File: src/rtl/rpf_pkg.sv
package rpf_pkg;
   localparam int MAX_PORTS = 32;
   typedef enum logic [0:0] {HOLD_EMPTY = 1'b0, HOLD_FULL = 1'b1} hold_state_e;
endpackage

File: src/rtl/rpf_pick_lowest.sv
module rpf_pick_lowest #(
   parameter int W = 4,
   localparam int IW = (W > 1) ? $clog2(W) : 1
) (
   input  logic [W-1:0]  cand,
   output logic [W-1:0]  gnt,
   output logic [IW-1:0] idx,
   output logic          any
);
   assign gnt = cand & (~cand + W'(1));
   assign any = |cand;

   always_comb begin
      idx = '0;
      for (int i = W - 1; i >= 0; i--) begin
         if (cand[i]) idx = IW'(i);
      end
   end
endmodule

File: src/rtl/rpf_hold_resend.sv
module rpf_hold_resend
   import rpf_pkg::*;
#(
   parameter int DW = 8
) (
   input  logic          clk,
   input  logic          rst_n,
   input  logic          send_valid,
   input  logic [DW-1:0] send_data,
   input  logic          out_accept,
   input  logic          retry_in,
   output logic          out_valid,
   output logic [DW-1:0] out_data,
   output logic          full,
   output logic          overflow
);
   hold_state_e   state_q;
   logic          resend_q;
   logic [DW-1:0] data_q;

   assign full      = (state_q == HOLD_FULL);
   assign out_valid = send_valid | resend_q;
   assign out_data  = full ? data_q : send_data;
   assign overflow  = send_valid & full;

   always_ff @(posedge clk or negedge rst_n) begin
      if (!rst_n) begin
         state_q  <= HOLD_EMPTY;
         resend_q <= 1'b0;
         data_q   <= '0;
      end else begin
         resend_q <= retry_in & full & ~resend_q;
         if (resend_q) begin
            if (out_accept) state_q <= HOLD_EMPTY;
         end else if (send_valid && !full && !out_accept) begin
            state_q <= HOLD_FULL;
            data_q  <= send_data;
         end
      end
   end

   // a ready indication on a full register brings the data back next cycle
   assert_resend_after_retry_R6: assert property (@(posedge clk) disable iff (!rst_n)
      (retry_in && full && !resend_q) |=> (out_valid && out_data == $past(data_q)));
   // held data never disappears without being offered and taken
   assert_no_silent_drop_R5: assert property (@(posedge clk) disable iff (!rst_n)
      (full && !(out_valid && out_accept)) |=> full);
   // an overflow attempt leaves the held payload untouched
   assert_overflow_keeps_R8: assert property (@(posedge clk) disable iff (!rst_n)
      overflow |=> (data_q == $past(data_q)));
endmodule

File: src/rtl/retry_port_front.sv
module retry_port_front
   import rpf_pkg::*;
#(
   parameter int NUM_PORTS = 3,
   parameter int DATA_W    = 8,
   parameter int MEM_W     = 8,
   localparam int PORT_W   = $clog2(NUM_PORTS)
) (
   input  logic                        clk,
   input  logic                        rst_n,
   input  logic [NUM_PORTS-1:0]        req_valid,
   input  logic [NUM_PORTS*DATA_W-1:0] req_data,
   output logic [NUM_PORTS-1:0]        req_accept,
   output logic [NUM_PORTS-1:0]        retry,
   output logic [NUM_PORTS-1:0]        resp_valid,
   output logic [NUM_PORTS*DATA_W-1:0] resp_data,
   input  logic [NUM_PORTS-1:0]        resp_accept,
   input  logic [NUM_PORTS-1:0]        resp_retry,
   input  logic                        tgt_busy,
   output logic                        tgt_req_valid,
   output logic [PORT_W-1:0]           tgt_req_port,
   output logic [DATA_W-1:0]           tgt_req_data,
   input  logic                        tgt_resp_valid,
   input  logic [PORT_W-1:0]           tgt_resp_port,
   input  logic [DATA_W-1:0]           tgt_resp_data,
   input  logic                        mem_send_valid,
   input  logic [MEM_W-1:0]            mem_send_data,
   output logic                        mem_hold_full,
   output logic                        mem_req_valid,
   output logic [MEM_W-1:0]            mem_req_data,
   input  logic                        mem_req_accept,
   input  logic                        mem_retry,
   output logic                        overflow_err
);
   if (NUM_PORTS < 2 || NUM_PORTS > MAX_PORTS) begin : g_bad_ports
      $error("retry_port_front: NUM_PORTS out of range");
   end
   if (DATA_W < 1 || MEM_W < 1) begin : g_bad_width
      $error("retry_port_front: payload widths must be positive");
   end

   logic [NUM_PORTS-1:0] owed_q;
   logic [NUM_PORTS-1:0] held;
   logic [NUM_PORTS-1:0] resp_ovf;
   logic [NUM_PORTS-1:0] acc_cand;
   logic [NUM_PORTS-1:0] rty_cand;
   logic [NUM_PORTS-1:0] refused;
   logic [PORT_W-1:0]    acc_idx;
   logic [PORT_W-1:0]    rty_idx;
   logic                 acc_any;
   logic                 rty_any;
   logic                 mem_ovf;

   // request side: one forward per cycle, lowest eligible index wins
   assign acc_cand = req_valid & ~held & ~owed_q & {NUM_PORTS{~tgt_busy}};

   rpf_pick_lowest #(.W(NUM_PORTS)) i_acc_pick (
      .cand(acc_cand), .gnt(req_accept), .idx(acc_idx), .any(acc_any));

   assign tgt_req_valid = acc_any;
   assign tgt_req_port  = acc_idx;
   assign tgt_req_data  = req_data[acc_idx*DATA_W +: DATA_W];
   assign refused       = req_valid & ~req_accept;

   // retry side: owed, nothing held, target free
   assign rty_cand = owed_q & ~held & {NUM_PORTS{~tgt_busy}};

   rpf_pick_lowest #(.W(NUM_PORTS)) i_rty_pick (
      .cand(rty_cand), .gnt(retry), .idx(rty_idx), .any(rty_any));

   always_ff @(posedge clk or negedge rst_n) begin
      if (!rst_n) owed_q <= '0;
      else        owed_q <= (owed_q & ~retry) | refused;
   end

   // per-port response holding
   for (genvar p = 0; p < NUM_PORTS; p++) begin : g_port
      logic route;
      assign route = tgt_resp_valid && (tgt_resp_port == PORT_W'(p));

      rpf_hold_resend #(.DW(DATA_W)) i_resp_hold (
         .clk        (clk),
         .rst_n      (rst_n),
         .send_valid (route),
         .send_data  (tgt_resp_data),
         .out_accept (resp_accept[p]),
         .retry_in   (resp_retry[p]),
         .out_valid  (resp_valid[p]),
         .out_data   (resp_data[p*DATA_W +: DATA_W]),
         .full       (held[p]),
         .overflow   (resp_ovf[p]));
   end

   // memory side reuses the same stage
   rpf_hold_resend #(.DW(MEM_W)) i_mem_hold (
      .clk        (clk),
      .rst_n      (rst_n),
      .send_valid (mem_send_valid),
      .send_data  (mem_send_data),
      .out_accept (mem_req_accept),
      .retry_in   (mem_retry),
      .out_valid  (mem_req_valid),
      .out_data   (mem_req_data),
      .full       (mem_hold_full),
      .overflow   (mem_ovf));

   assign overflow_err = (|resp_ovf) | mem_ovf;

   // nothing is forwarded into a busy target, and at most one port per cycle
   assert_accept_idle_R1: assert property (@(posedge clk) disable iff (!rst_n)
      tgt_req_valid |-> (!tgt_busy && $onehot(req_accept)));
   // every refused port owes a retry on the next cycle
   assert_refuse_owes_R2: assert property (@(posedge clk) disable iff (!rst_n)
      (|refused) |=> ((owed_q & $past(refused)) == $past(refused)));
   // no retry toward a port with a held response or while busy
   assert_retry_free_R3: assert property (@(posedge clk) disable iff (!rst_n)
      rty_any |-> (!tgt_busy && (retry & held) == '0));
   // a single retry pulse per cycle
   assert_retry_single_R4: assert property (@(posedge clk) disable iff (!rst_n)
      $onehot0(retry));
endmodule

File: config.mk
export PLATFORM = sky130hd
export DESIGN_NAME = retry_port_front
export DESIGN_NICKNAME = d
export VERILOG_FILES = /design/src/rtl/rpf_pkg.sv /design/src/rtl/rpf_pick_lowest.sv /design/src/rtl/rpf_hold_resend.sv /design/src/rtl/retry_port_front.sv
export SDC_FILE = /design/constraint.sdc
export NUM_CORES = 1
export LEC_CHECK = 0
export BUFFER_PORTS_ARGS = -buffer_cell sky130_fd_sc_hd__buf_2
export CAP_MARGIN = 20
export CORE_MARGIN = 10
export CORE_UTILIZATION = 43
export CTS_BUF_LIST = sky130_fd_sc_hd__clkbuf_16
export CTS_CLUSTER_DIAMETER = 50
export CTS_CLUSTER_SIZE = 16
export DETAILED_ROUTE_END_ITERATION = 10
export PLACE_DENSITY = 0.77
export SLEW_MARGIN = 20
export SYNTH_ARGS = -nofsm -noshare
export SYNTH_HDL_FRONTEND = slang
export SYNTH_SLANG_ARGS = --single-unit
File: constraint.sdc
create_clock -name clk -period 1.8 [get_ports clk]
set_input_delay 0 -clock clk [delete_from_list [all_inputs] [get_ports clk]]
set_output_delay 0 -clock clk [all_outputs]
set_load 0.01 [all_outputs]
==> results of run 1 <==
## final cells by class
type                       instances  area (um^2)
fill                             491         2270
multi-input combinational        148         1380
sequential                        43         1080
inverter                           5         23.8
clock inverter                     3         20.0
clock buffer                       5          125
tap                               75         93.8
timing repair buffer             146          895
## routing by layer
metal	GRT usage (%)	part of all wire (%)
met1	16.3	38
met2	27.6	51
met3	6.47	9.5
met4	5.82	1.6
met5	0	0
## state kept, by name (all words and copies together), names as in the netlist
| signal | flops |
|---|---|
| i_mem_hold.full | 1 |
| g_port.i_resp_hold.data_q | 24 |
| owed_q | 3 |
| i_mem_hold.data_q | 8 |
| g_port.i_resp_hold.full | 3 |
| i_mem_hold.resend_q | 1 |
| g_port.i_resp_hold.resend_q | 3 |
## tightest hold or removal path: cells and delay by family
kind,cells,cell delay [ps]
AOI/OAI and AO/OA,1,100
and+or+nand+nor,1,60
buffers and inverters,1,100
## report_power, final
group	total (W)	switching (W)	leakage, nW	internal [W]
registers	0.00170	0.000283	0.515	0.00142
clock network	0.000891	0.000380	0.0658	0.000511
logic	0.00233	0.00105	1.12	0.00128
total	0.00492	0.00171	1.70	0.00321
## synth_stat cells, types with 2 or more instances
| cell type | n |
|---|---|
| mux2_2 | 64 |
| dfrtp_1 | 43 |
| nand2_1 | 9 |
| nand3_1 | 9 |
| a31oi_2 | 8 |
| nor4_1 | 8 |
| o21ai_0 | 8 |
| buf_4 | 7 |
| buf_6 | 5 |
| clkbuf_1 | 5 |
| and3b_1 | 4 |
| nand2b_1 | 4 |
| nor3b_1 | 3 |
| nor4_4 | 3 |
| o31ai_1 | 3 |
| or2_2 | 3 |
| a21o_1 | 2 |
| a22o_1 | 2 |
| inv_1 | 2 |
| inv_2 | 2 |
| nor2_1 | 2 |
| nor2b_1 | 2 |
| or4b_1 | 2 |
## metrics by stage
step           hold slack, ps  util (%)
6_report                 9.50      61.4
3_3_place_gp            -88.4      54.2
4_1_cts                  4.44      61.1
3_5_place_dp            -86.5      54.2
5_1_grt                  16.4      61.4
2_1_floorplan            -296         -
## worst max-delay path by stage
stage	to	slack, ps	cells past startpoint
2_1_floorplan	owed_q[2]$_DFF_PN0_	40	4
3_3_place_gp	owed_q[2]$_DFF_PN0_	-50	4
6_report	tgt_req_data[4]	-120	4
5_1_grt	tgt_req_data[7]	-190	4
4_1_cts	tgt_req_data[6]	-140	5
3_5_place_dp	owed_q[2]$_DFF_PN0_	-80	4
## cell families (layout without fill, tap and decap cells)
logic type,Yosys count,count (layout)
flip-flops,43,43
AO/OA/AOI/OAI,27,27
AND/OR/NAND/NOR,55,56
buffers and inverters,23,159
multiplexers,65,65
## what timing repair did
item                       CTS  global route
hold endpoints to repair    49             0
setup endpoints to repair   12            11
pin swaps                    0             1
buffers inserted             3             0
hold buffers                19             0
gates cloned                 1             0
gates resized for setup     11             5
==> out/qor.csv, run 1 <==
metric,value,unit
final hold violations,0,
Worst path top cell family by delay,simple AND/OR/NAND/NOR gates,
I/O Buffers,112,
total number of vias,2251,
"Top FF cell, synth",dfrtp_1,
Critical Path Source,g_port[2].i_resp_hold.full$_DFFE_PN0P_,
area share of the largest cell type after synthesis,41.7,%
ys async rst share,100,%
pwr dens,1360,nW/um^2
Synth Area in Compound Gates,8.67,%
initial core utilization,43.9,%
Crit path required time,1800,ps
Post-Syn Area,2580,um^2
fin. max-slew vios,0,
"EDFF count, synth",0,
"Endpoint, Worst Hold",i_mem_hold.full$_DFFE_PN0P_,
Tot Pwr,0.00492,W
slew margin rel.,68.1,%
# IOs,113,
gp weighted congestion,0.824,
cells on worst reg2reg path,4,
Iter 0 DRT Violations,94,
Crit Path Max Fanout,6,
Routed WL,7720,um
total die area,9510,um^2
Synth Instances,213,
Avg WL per Cell,18.2,um
CTS tree,yes,
Crit path arrival time,1920,ps
crit-path max cell delay,550,ps
Synthesized Nets,271,
ANT cells,0,
Die Wd,97.5,um
maximum VDD drop,0.920,mV
Hold Path Stages,3,
Worst Tran Pin Value,478,ps
clk_lat worst skew,280,ps
Synth Area in Simple Gates,15.4,%
Cell variety after synth,36,
final setup fails,8,
FF-to-FF Start,g_port[2].i_resp_hold.full$_DFFE_PN0P_,
Max-cap violations,0,
Setup WS post-layout,-118,ps
Placed Area,3190,um^2
H-tree lvl count,2,
largest net degree at the start of global routing,22,
cell taking the most area after synthesis,dfrtp_1,
r2r endpoint,owed_q[2]$_DFF_PN0_,
Post-Layout Cell Count,425,
Vias/cell,5.30,
nature of the critical path endpoint,output pin,
Setup CP Type,reg2out,
Worst Setup Start Kind,register,
Worst Hold Class,in2reg,
syn_area_per_cell,12.1,um^2
setup tns final,-838,ps
CTS max path bufs,2,
largest family of logic cells by synthesized area,multiplexers,
Placed Cells,394,
Synth Area in XOR/XNOR,0,%
Root Buffer,clkbuf_16,
failing checks,negative setup slack,
post-DP HPWL,5680,um
total of warnings raised by yosys,0,
unrepaired setup endpoints after global routing,true,
"flops & latches, synth",43,
TritonCTS buffer count,5,
Sink Count,43,
mux cell area share after synthesis,28.3,%
global-route wire length before repair,12400,um
sequential fraction of the synthesis area,41.7,%
CP max-delay cell,or4b_4,
"Reg clk slew, reported paths",60,ps
period utilization,107,%
share of post-route cells with drive strength above 1,64.3,%
Core Box Area,5890,um^2
first-pass detailed-route iteration total,4,
grt ovf,0,
"antenna viol nets, final",0,
ranking of synthesized cells by area,"dfrtp_1, mux2_2, a31oi_2",
initial antenna violation count,0,
skew final,6.34,ps
Leakage Power,1.70,nW
finished layout cell area,3610,um^2
"most common cell after layout, fill and taps aside",buf_2,
Layout area overhead,39.9,%
Place WS,-84.0,ps
fmax,522,MHz
Die Ht,97.5,um
worst hold start,mem_req_accept,
status,"complete, but fails checks",
"commonest cells after routing, fill and taps aside","buf_2, mux2_2, dfrtp_1",
R2R Setup Slk,30,ps
Buffers & Inverters on Critical Path,1,
minimum clock period,1920,ps
critical-path cell list,"or4b_4, or3_4, a31oi_2, buf_2",
Synth Area in Adders,0,%
gr usage total,15.7,%
Placement Rows,28,
number of global-route vias before repair,2483,
Layout Nets,407,
DRC errors left,0,
No activity file was read; power rests on OpenSTA's default activity.
==> inputs of run 2 (changes only) <==
--- a/config.mk
+++ b/config.mk
@@ -7,6 +7,7 @@
 export LEC_CHECK = 0
 export BUFFER_PORTS_ARGS = -buffer_cell sky130_fd_sc_hd__buf_2
 export CAP_MARGIN = 20
+export CORE_ASPECT_RATIO = 1.25
 export CORE_MARGIN = 10
 export CORE_UTILIZATION = 43
 export CTS_BUF_LIST = sky130_fd_sc_hd__clkbuf_16
==> out/qor.csv, run 2 (same netlist as run 1, synthesis figures left out) <==
metric,value,unit,change
status,"complete, but fails checks",,unchanged
failing checks,negative setup slack,,unchanged
"most common cell after layout, fill and taps aside",buf_2,,unchanged
Placed Cells,385,,was 394
total number of vias,2215,,was 2251
CP max-delay cell,or4b_4,,unchanged
Crit path arrival time,1940,ps,was 1920 ps
"antenna viol nets, final",0,,unchanged
Core Box Area,5820,um^2,was 5890 um^2
Placement Rows,31,,was 28
Largest register FFs,24,,unchanged
Placed Area,3190,um^2,about the same
gp weighted congestion,0.870,,was 0.824
"Reg clk slew, reported paths",60,ps,about the same
Min Hold Slack,5.81,ps,was 9.50 ps
critical-path cell list,"or4b_4, or3_4, a31oi_2, buf_2",,unchanged
number of global-route vias before repair,2406,,was 2483
Vias/cell,5.31,,was 5.30
wl on met1,2820,um,was 2920 um
maximum VDD drop,1.16,mV,was 0.920 mV
Worst path top cell family by delay,simple AND/OR/NAND/NOR gates,,unchanged
ANT cells,0,,unchanged
Biggest register,g_port.i_resp_hold.data_q,,unchanged
clk_lat worst skew,280,ps,about the same
crit-path max cell delay,550,ps,about the same
Worst Tran Pin Value,474,ps,was 478 ps
Setup CP Type,reg2out,,unchanged
finished layout cell area,3630,um^2,was 3610 um^2
period utilization,108,%,was 107%
largest net degree at the start of global routing,24,,was 22
Post-Layout Cell Count,417,,was 425
final hold violations,0,,unchanged
initial core utilization,44.4,%,was 43.9%
Crit Path Max Fanout,6,,unchanged
"commonest cells after routing, fill and taps aside","buf_2, mux2_2, dfrtp_1",,unchanged
CTS max path bufs,2,,unchanged
Place WS,-117,ps,was -84.0 ps
global-route wire length before repair,11400,um,was 12400 um
unrepaired setup endpoints after global routing,true,,unchanged
post-DP HPWL,5590,um,was 5680 um
Final Core Density,62.5,%,was 61.4%
met2 wire length,3620,um,was 3940 um
Routed WL,7460,um,was 7720 um
gr usage total,15.0,%,was 15.7%
fin. max-slew vios,0,,unchanged
Buffers & Inverters on Critical Path,1,,unchanged
nature of the critical path endpoint,output pin,,unchanged
TritonCTS buffer count,5,,unchanged
I/O Buffers,112,,unchanged
CTS tree,yes,,unchanged
Root Buffer,clkbuf_16,,unchanged
minimum clock period,1940,ps,was 1920 ps
Layout area overhead,40.7,%,was 39.9%
Max-cap violations,0,,unchanged
Top Metal Used,met4,,unchanged
fmax,515,MHz,was 522 MHz
Setup WS post-layout,-142,ps,was -118 ps
routed wl met3,880,um,was 731 um
grt ovf,0,,unchanged
slew margin rel.,68.4,%,was 68.1%
Layout Nets,408,,was 407
pwr dens,1360,nW/um^2,about the same
Crit path required time,1800,ps,about the same
Leakage Power,1.71,nW,was 1.70 nW
Die Wd,89.3,um,was 97.5 um
total die area,9530,um^2,was 9510 um^2
DRC errors left,0,,unchanged
Fillers,460,,was 491
skew final,2.58,ps,was 6.34 ps
first-pass detailed-route iteration total,4,,unchanged
largest registers,"g_port.i_resp_hold.data_q: 24 flops, i_mem_hold.data_q: 8 flops",,unchanged
H-tree lvl count,2,,unchanged
Worst Setup Start Kind,register,,unchanged
share of post-route cells with drive strength above 1,64.7,%,was 64.3%
Sink Count,43,,unchanged
# IOs,113,,unchanged
Iter 0 DRT Violations,44,,was 94
Worst Hold Class,in2reg,,unchanged
Die Ht,107,um,was 97.5 um
initial antenna violation count,0,,unchanged
Avg WL per Cell,17.9,um,was 18.2 um
final setup fails,9,,was 8
## run 2: cell types whose count changed in the layout (fill, tap and decap cells not counted), sizes merged
| cell | previous run | this run |
|---|---|---|
| inv | 4 | 5 |
## run 2: routing by layer
layer  track usage, %  vias up
met4             6.15        0
met1             15.7     1032
li1                 -     1065
met2             26.3      105
met3             5.38       13
met5                0        -
## run 2: repair_timing
| action | CTS | global route |
|---|---|---|
| gates resized for setup | 8 | 8 |
| pin swaps | 0 | 1 |
| setup buffers | 1 | 2 |
| gates cloned | 1 | 1 |
| endpoints found under the setup margin | 12 | 12 |
| hold buffers | 19 | 0 |
| hold endpoints to repair | 38 | 0 |
## run 2: stage by stage
step | power [W] | setup TNS [ps]
3_3_place_gp | 0.00386 | -35.3
5_1_grt | 0.00526 | -1570
2_1_floorplan | 0.00312 | 0
4_1_cts | 0.00492 | -1160
6_report | 0.00495 | -1030
3_5_place_dp | 0.00395 | -436
## run 2: worst register-to-register path: stages, from the launching register on
cell and delay [ps]:
dfrtp_1 390, or4b_4 550, or3_4 400, buf_6 140
a22o_1 200
## run 2: worst paths after layout
path,slack (ps),cells after the start,from,end
worst max-delay path,-140,4,g_port[2].i_resp_hold.full$_DFFE_PN0P_,tgt_req_data[5]
min in group asynchronous,200,2,rst_n,g_port[2].i_resp_hold.data_q[0]$_DFFE_PN0P_
worst min register to register,500,1,g_port[1].i_resp_hold.data_q[0]$_DFFE_PN0P_,g_port[1].i_resp_hold.data_q[0]$_DFFE_PN0P_
worst max register to register,10,4,g_port[2].i_resp_hold.full$_DFFE_PN0P_,owed_q[2]$_DFF_PN0_
max in group asynchronous,910,3,rst_n,owed_q[2]$_DFF_PN0_
worst min-delay path,6,2,tgt_resp_data[7],g_port[2].i_resp_hold.data_q[7]$_DFFE_PN0P_
## run 2: area by class of cell
type                    instances  area [um^2]  share of cell area (%)
repair buffers                146          912                    25.1
clock buffers                   5          125                    3.44
multi-input cells             148         1390                    38.1
flip-flops and latches         43         1080                    29.6
well taps                      66         82.6                    2.27
clock inverters                 3         23.8                   0.654
repair inverters                1         5.00                   0.138
inverters                       5         23.8                   0.654
## run 2: power by group
group          internal (W)  leakage (nW)  switching [W]  total, W
clock network      0.000519        0.0664       0.000391  0.000909
registers           0.00142         0.515       0.000248   0.00166
logic               0.00130          1.13        0.00107   0.00238
==> inputs of run 3 (changes only) <==
--- a/config.mk
+++ b/config.mk
@@ -14,7 +14,7 @@
 export CTS_CLUSTER_DIAMETER = 50
 export CTS_CLUSTER_SIZE = 16
 export DETAILED_ROUTE_END_ITERATION = 10
-export PLACE_DENSITY = 0.77
+export PLACE_DENSITY = 0.89
 export SLEW_MARGIN = 20
 export SYNTH_ARGS = -nofsm -noshare
 export SYNTH_HDL_FRONTEND = slang
==> out/qor.csv, run 3 (same netlist as run 1, synthesis figures left out) <==
metric,value,unit,change
status,"complete, but fails checks",,unchanged
failing checks,negative setup slack,,unchanged
CTS tree,yes,,unchanged
"antenna viol nets, final",0,,unchanged
Worst Hold Class,in2reg,,unchanged
Avg WL per Cell,18.6,um,was 17.9 um
Clock Power Share,17.2,%,was 18.4%
pwr dens,1360,nW/um^2,about the same
internal power,0.00318,W,was 0.00324 W
Die Wd,89.3,um,unchanged
Worst Setup Start Kind,register,,unchanged
initial core utilization,44.4,%,unchanged
"commonest cells after routing, fill and taps aside","buf_2, mux2_2, dfrtp_1",,unchanged
Crit Path Max Fanout,6,,unchanged
largest registers,"g_port.i_resp_hold.data_q: 24 flops, i_mem_hold.data_q: 8 flops",,unchanged
unrepaired setup endpoints after global routing,true,,unchanged
Net Sw Frac,34.7,%,was 34.6%
Final Core Density,61.6,%,was 62.5%
post-DP HPWL,5690,um,was 5590 um
critical-path cell list,"or4b_4, or3_4, a31oi_2, buf_2",,unchanged
share of post-route cells with drive strength above 1,63.5,%,was 64.7%
minimum clock period,1910,ps,was 1940 ps
Worst path top cell family by delay,simple AND/OR/NAND/NOR gates,,unchanged
Sink Count,43,,unchanged
Core Box Area,5820,um^2,unchanged
Root Buffer,clkbuf_16,,unchanged
Max-cap violations,0,,unchanged
Tot Pwr,0.00487,W,was 0.00495 W
Leakage Power,1.70,nW,was 1.71 nW
Iter 0 DRT Violations,61,,was 44
gp weighted congestion,0.800,,was 0.870
fin. max-slew vios,0,,unchanged
skew final,3.74,ps,was 2.58 ps
Die Ht,107,um,unchanged
initial antenna violation count,1,,was 0
Fillers,466,,was 460
gr usage total,15.5,%,was 15.0%
switching pwr,0.00169,W,was 0.00171 W
Biggest register,g_port.i_resp_hold.data_q,,unchanged
CP max-delay cell,or4b_4,,unchanged
sequential power share,34.4,%,was 33.6%
CTS max path bufs,2,,unchanged
largest net degree at the start of global routing,44,,was 24
# IOs,113,,unchanged
Place WS,-135,ps,was -117 ps
total number of vias,2258,,was 2215
"most common cell after layout, fill and taps aside",buf_2,,unchanged
Worst Tran Pin Value,943,ps,was 474 ps
Buffers & Inverters on Critical Path,1,,unchanged
DRC errors left,0,,unchanged
Placement Rows,31,,unchanged
Crit path arrival time,1910,ps,was 1940 ps
clk_lat worst skew,280,ps,about the same
I/O Buffers,112,,unchanged
TritonCTS buffer count,5,,unchanged
Layout area overhead,38.8,%,was 40.7%
final hold violations,0,,unchanged
Layout Nets,405,,was 408
slew margin rel.,37.1,%,was 68.4%
global-route wire length before repair,11800,um,was 11400 um
period utilization,106,%,was 108%
first-pass detailed-route iteration total,4,,unchanged
nature of the critical path endpoint,output pin,,unchanged
number of global-route vias before repair,2451,,was 2406
total die area,9530,um^2,unchanged
"Reg clk slew, reported paths",60,ps,about the same
Routed WL,7730,um,was 7460 um
Largest register FFs,24,,unchanged
Setup WS post-layout,-112,ps,was -142 ps
maximum VDD drop,0.954,mV,was 1.16 mV
fmax,523,MHz,was 515 MHz
final setup fails,8,,was 9
grt ovf,0,,unchanged
Vias/cell,5.44,,was 5.31
Crit path required time,1800,ps,about the same
Logic pwr share,48.4,%,was 48.0%
H-tree lvl count,2,,unchanged
Setup CP Type,reg2out,,unchanged
crit-path max cell delay,550,ps,about the same
==> run 3: through the flow <==
stage / hold WS, ps / instances / TNS (ps) / instance area [um^2]
final: 21.9 / 415 / -829 / 3580
after global routing: 32.1 / 415 / -1390 / 3580
after CTS: 11.9 / 414 / -956 / 3550
after detailed placement: 202 / 385 / -520 / 3180
after global placement: 197 / 385 / -24.3 / 3180
after floorplan: -296 / 213 / 0 / 2580
==> run 3: per-layer routing <==
metal  track usage [%]  wire length (um)
met4              7.63               298
met2              28.0              3910
met5                 0                 0
met1              15.6              2830
met3              4.39               691
==> run 3: path summary, 6_finish.rpt <==
check,start,to,slack (ps),cells past startpoint
max,g_port[2].i_resp_hold.full$_DFFE_PN0P_,tgt_req_data[5],-110,4
min,tgt_resp_data[7],g_port[0].i_resp_hold.data_q[7]$_DFFE_PN0P_,20,2
max reg2reg,g_port[2].i_resp_hold.full$_DFFE_PN0P_,owed_q[2]$_DFF_PN0_,30,4
min reg2reg,g_port[2].i_resp_hold.data_q[3]$_DFFE_PN0P_,g_port[2].i_resp_hold.data_q[3]$_DFFE_PN0P_,500,1
max in group asynchronous,rst_n,g_port[1].i_resp_hold.data_q[0]$_DFFE_PN0P_,800,2
min in group asynchronous,rst_n,i_mem_hold.resend_q$_DFF_PN0_,420,2
==> run 3: layout make-up <==
| type | instances | area (um^2) | share of cell area, % |
|---|---|---|---|
| antenna | 1 | 2.50 | 0.0698 |
| tap | 66 | 82.6 | 2.30 |
| inverter | 5 | 23.8 | 0.663 |
| clock buffer | 5 | 125 | 3.49 |
| clock inverter | 3 | 11.3 | 0.314 |
| timing repair buffer | 144 | 872 | 24.3 |
| sequential | 43 | 1080 | 30.0 |
| multi-input combinational | 148 | 1390 | 38.8 |
==> run 3: power by group through the flow <==
stage	Combinational, W	Clock (W)	Sequential (W)
2_1_floorplan	0.00150	0	0.00162
3_3_place_gp	0.00224	0	0.00163
3_5_place_dp	0.00231	0	0.00168
4_1_cts	0.00237	0.000867	0.00167
5_1_grt	0.00256	0.000897	0.00172
6_report	0.00236	0.000836	0.00167
==> run 3: what timing repair did <==
action                     CTS  global route
setup buffers                1             0
hold endpoints to repair    61             0
gates cloned                 1             0
hold buffers                19             0
resized for setup            9             5
pin swaps                    0             1
setup endpoints to repair   12            12
